File: config.mk
export PLATFORM = sky130hd
export DESIGN_NAME = la_addsub
export DESIGN_NICKNAME = d
export VERILOG_FILES = /design/src/rtl/la_addsub_pkg.sv /design/src/rtl/la_operand_cond.sv /design/src/rtl/la_pg_gen.sv /design/src/rtl/la_carry_gen.sv /design/src/rtl/la_sum_gen.sv /design/src/rtl/la_group.sv /design/src/rtl/la_addsub.sv
export SDC_FILE = /design/constraint.sdc
export NUM_CORES = 1
export LEC_CHECK = 0
export ABC_CLOCK_PERIOD_IN_PS = 4900
export BUFFER_PORTS_ARGS = -buffer_cell sky130_fd_sc_hd__buf_4
export CORE_AREA = 5 5 42 44
export DETAILED_ROUTE_END_ITERATION = 7
export DIE_AREA = 0 0 47 49
export SLEW_MARGIN = 10
export SYNTH_ARGS = -nofsm -noshare
export SYNTH_HDL_FRONTEND = slang
export SYNTH_SLANG_ARGS = --single-unit
export TNS_END_PERCENT = 20
File: constraint.sdc
create_clock -name vclk -period 4.9
set_input_delay 0.49 -clock vclk [all_inputs]
set_output_delay 0.49 -clock vclk [all_outputs]
set_load 0.005 [all_outputs]
File: src/rtl/la_addsub_pkg.sv
package la_addsub_pkg;

    // Operation select carried on sub_i
    typedef enum logic {
        OP_ADD = 1'b0,
        OP_SUB = 1'b1
    } la_op_e;

    // Default lookahead group width; wider groups grow the carry terms quadratically
    localparam int unsigned LA_GROUP_W_DEF = 4;
    localparam int unsigned LA_DATA_W_DEF  = 8;

endpackage

File: src/rtl/la_operand_cond.sv
module la_operand_cond #(
    parameter int unsigned W = 8
) (
    input  logic [W-1:0] opb_i,
    input  logic         sub_i,
    output logic [W-1:0] opb_eff_o,
    output logic         cin_o
);
    import la_addsub_pkg::*;

    la_op_e op;

    always_comb begin
        op        = la_op_e'(sub_i);
        opb_eff_o = (op == OP_SUB) ? ~opb_i : opb_i;
        cin_o     = (op == OP_SUB);
    end

endmodule

File: src/rtl/la_pg_gen.sv
module la_pg_gen #(
    parameter int unsigned W = 4
) (
    input  logic [W-1:0] a_i,
    input  logic [W-1:0] b_i,
    output logic [W-1:0] prop_o,
    output logic [W-1:0] gen_o
);

    for (genvar k = 0; k < W; k++) begin : g_bit
        assign prop_o[k] = a_i[k] ^ b_i[k];
        assign gen_o[k]  = a_i[k] & b_i[k];
    end

endmodule

File: src/rtl/la_carry_gen.sv
module la_carry_gen #(
    parameter int unsigned W = 4
) (
    input  logic [W-1:0] prop_i,
    input  logic [W-1:0] gen_i,
    input  logic         cin_i,
    output logic [W:0]   carry_o
);

    // Each carry is a flat OR of product terms over prop/gen and cin,
    // so no carry depends on a lower carry of the same group.
    always_comb begin
        carry_o[0] = cin_i;
        for (int i = 0; i < W; i++) begin
            logic acc;
            logic term;
            acc = gen_i[i];
            for (int j = 0; j < i; j++) begin
                term = gen_i[j];
                for (int k = j + 1; k <= i; k++) begin
                    term = term & prop_i[k];
                end
                acc = acc | term;
            end
            term = cin_i;
            for (int k = 0; k <= i; k++) begin
                term = term & prop_i[k];
            end
            carry_o[i+1] = acc | term;
        end
    end

endmodule

File: src/rtl/la_sum_gen.sv
module la_sum_gen #(
    parameter int unsigned W = 4
) (
    input  logic [W-1:0] prop_i,
    input  logic [W-1:0] carry_in_i,
    output logic [W-1:0] sum_o
);

    for (genvar k = 0; k < W; k++) begin : g_bit
        assign sum_o[k] = prop_i[k] ^ carry_in_i[k];
    end

endmodule

File: src/rtl/la_group.sv
module la_group #(
    parameter int unsigned W = 4
) (
    input  logic [W-1:0] a_i,
    input  logic [W-1:0] b_i,
    input  logic         cin_i,
    output logic [W-1:0] sum_o,
    output logic [W:0]   carry_o
);

    logic [W-1:0] prop;
    logic [W-1:0] gen;

    la_pg_gen #(.W(W)) i_pg (
        .a_i    (a_i),
        .b_i    (b_i),
        .prop_o (prop),
        .gen_o  (gen)
    );

    la_carry_gen #(.W(W)) i_carry (
        .prop_i  (prop),
        .gen_i   (gen),
        .cin_i   (cin_i),
        .carry_o (carry_o)
    );

    la_sum_gen #(.W(W)) i_sum (
        .prop_i     (prop),
        .carry_in_i (carry_o[W-1:0]),
        .sum_o      (sum_o)
    );

endmodule

File: src/rtl/la_addsub.sv
module la_addsub #(
    parameter int unsigned DATA_W  = la_addsub_pkg::LA_DATA_W_DEF,
    parameter int unsigned GROUP_W = la_addsub_pkg::LA_GROUP_W_DEF
) (
    input  logic [DATA_W-1:0] opa_i,
    input  logic [DATA_W-1:0] opb_i,
    input  logic              sub_i,
    output logic [DATA_W-1:0] res_o,
    output logic              cout_o,
    output logic              ovf_o
);

    localparam int unsigned NUM_GROUPS = DATA_W / GROUP_W;
    localparam int unsigned MSB        = DATA_W - 1;

    logic [DATA_W-1:0] opb_eff;
    logic              cin0;
    // carry into every bit position, plus the final carry-out
    logic [DATA_W:0]   carry_all;

    la_operand_cond #(.W(DATA_W)) i_cond (
        .opb_i     (opb_i),
        .sub_i     (sub_i),
        .opb_eff_o (opb_eff),
        .cin_o     (cin0)
    );

    assign carry_all[0] = cin0;

    // Groups chained: group n's carry-out is group n+1's carry-in
    for (genvar n = 0; n < NUM_GROUPS; n++) begin : g_grp
        logic [GROUP_W:0] grp_carry;

        la_group #(.W(GROUP_W)) i_grp (
            .a_i     (opa_i[n*GROUP_W +: GROUP_W]),
            .b_i     (opb_eff[n*GROUP_W +: GROUP_W]),
            .cin_i   (carry_all[n*GROUP_W]),
            .sum_o   (res_o[n*GROUP_W +: GROUP_W]),
            .carry_o (grp_carry)
        );

        assign carry_all[n*GROUP_W+1 +: GROUP_W] = grp_carry[GROUP_W:1];
    end

    assign cout_o = carry_all[DATA_W];
    assign ovf_o  = carry_all[MSB] ^ carry_all[DATA_W];

endmodule

==> impl_metrics.py <==
metrics = {
    "floorplan": {
        "ios": 27,
        "rows": 14,
        "die_w_um": 47,
        "die_h_um": 49,
        "core_area_um2": 1400,
        "dieArea_um2": 2300,
        "start_util": 0.285,
    },
    "logic_synthesis": {
        "synthMuxAreaShare": 0.0627,
        "synth_compound_area_frac": 0.141,
        "synth_xor_area_frac": 0.307,
        "yosysWarningCount": 0,
        "syn-instance-count": 46,
        "yosys.area_share.simple": 0.0784,
        "avgSynthCellArea_um2": 8.68,
        "yosys.area_share.adder": 0.364,
        "synth_top_family_by_area": "adder cells",
        "synth_cell_types": 17,
        "syn-cell-area_um2": 399,
        "syn-num-nets": 74,
        "ys_seq_area_frac": 0,
    },
    "clocking": {
        "postCtsHoldBufs": 0,
        "cts_setup_buffers": 0,
        "postCtsResizedCells": 0,
    },
    "finish": {
        "area_growth_pct": 53.9,
        "final_common_cell": "buf_4",
        "flops_and_latches": 0,
        "antenna_cells": 0,
        "final_cells": 88,
        "num-fill-cells": 161,
        "ff_latch_area_um2": 0,
        "clkbuf_count": 0,
        "final_cell_mix": "27 x buf_4, 10 x xor2_1, 10 x ha_1",
        "fin_nets": 102,
        "drive_above_1_share": 0.431,
    },
    "grt": {
        "grt_use_total": 0.0843,
        "antenna_found_initial": 0,
        "grt_most_used_layer": "met2",
        "grt_overflow": 0,
        "grt_pass1_vias": 429,
        "grtUsageMet2": 0.161,
        "grt_max_degree": 11,
        "met1_usage": 0.102,
        "grt_use_met3": 0.00738,
        "grt_pass1_wl_um": 1570,
    },
    "route": {
        "dr.first_iter.drc_count": 0,
        "dr.pass1.iters": 1,
        "wl_per_cell_um": 9.69,
        "wirelength_um": 853,
        "drtAntennaViolNets": 0,
        "vias": 410,
        "vias_per_cell": 4.66,
        "drc_errors": 0,
    },
    "sta": {
        "drv_slew": 0,
        "rsz0062_at_grt": "no",
        "period_share": 0.678,
        "period_minus_slack_ns": 3.32,
        "hold_viol_final": 0,
        "fin_ws_ns": 1.58,
        "whs_ns": 1.38,
        "tightest_slew_ns": 0.155,
        "fin_setup_tns_ns": 0,
        "relSlewSlack": 0.894,
        "finalSetupViolCount": 0,
        "fmax_mhz": 301,
    },
    "pwr": {
        "leakagePower_nw": 0.335,
        "power.density_nw_per_um2": 179,
        "peakVddDrop_mv": 0.0713,
    },
    "worst_setup_path": {
        "crit_fanout": 10,
        "start_kind": "input pin",
        "arrival_ns": 2.83,
        "critPathRequiredTime_ns": 4.41,
        "end_kind": "output port",
        "criticalPathCategory": "in2out",
    },
    "placement": {
        "dp_cells": 88,
        "portBuffers": 27,
        "pre_cts_ws_ns": 1.56,
        "gp_congestion": 0.624,
        "hpwl_um": 805,
    },
    "worst_hold_path": {
        "hold_path.class": "in2out",
    },
    "status": {
        "status": "completed",
    },
    "job": {
        "drv_cap": 0,
    },
}
## cell families after synthesis
group	after synthesis
and+or+nand+nor	7
adders and majority gates	11
xor gates and xnor gates	14
muxes	2
AOI/OAI and AO/OA	8
buffers and inverters	4
## critical path, cell delays in order
cell and delay (ns):
buf_4 0.16, xor2_1 0.17, ha_1 0.28, ha_1 0.19, o211ai_1 0.21, a21boi_1 0.10, or2_2 0.28, ha_1 0.21
o211ai_1 0.20, nand2_2 0.11, mux2_4 0.30, buf_4 0.13
## layout make-up
class	instances	area, um2	area share
Tap cell	16	20.0	0.0326
Multi-Input combinational cell	42	380	0.619
Timing Repair Buffer	27	203	0.330
Inverter	3	11.3	0.0183
## final timing paths
kind | to | cells past startpoint | startpoint | slack (ns)
max | ovf_o | 12 | sub_i | 1.58
min | res_o[1] | 4 | opa_i[0] | 1.38
## power breakdown
| group | internal (mW) | switching [mW] | leakage, nW |
|---|---|---|---|
| Combinational | 0.0659 | 0.0438 | 0.335 |
| Sequential | 0 | 0 | 0 |
| Clock | 0 | 0 | 0 |
## synthesized netlist by cell type
library cell,count,area (um2)
ha_1,10,125
xor2_1,10,87.6
nor2_1,4,15.0
xnor2_1,4,35.0
inv_1,3,11.3
a21oi_1,2,10.0
o211ai_1,2,15.0
o21a_1,2,15.0
a21boi_1,1,7.51
a21o_2,1,8.76
buf_4,1,7.51
fa_1,1,20.0
mux2_4,1,15.0
mux2i_1,1,10.0
nand2_1,1,3.75
nand2_2,1,6.26
or2_2,1,6.26
## metal layers
metal | routed length, um | share of wire
met1 | 322 | 0.38
met2 | 456 | 0.53
met3 | 74 | 0.087
met5 | 0 | 0
met4 | 0 | 0
## per-stage QoR
stage | power (mW) | utilization | instance area (um2)
5_1_grt | 0.124 | 0.438 | 614
6_report | 0.110 | 0.438 | 614
4_1_cts | 0.113 | 0.438 | 614
3_3_place_gp | 0.111 | 0.438 | 614
2_1_floorplan | 0.0596 | - | 399
3_5_place_dp | 0.112 | 0.438 | 614
Power figures use the tool's default switching activity.
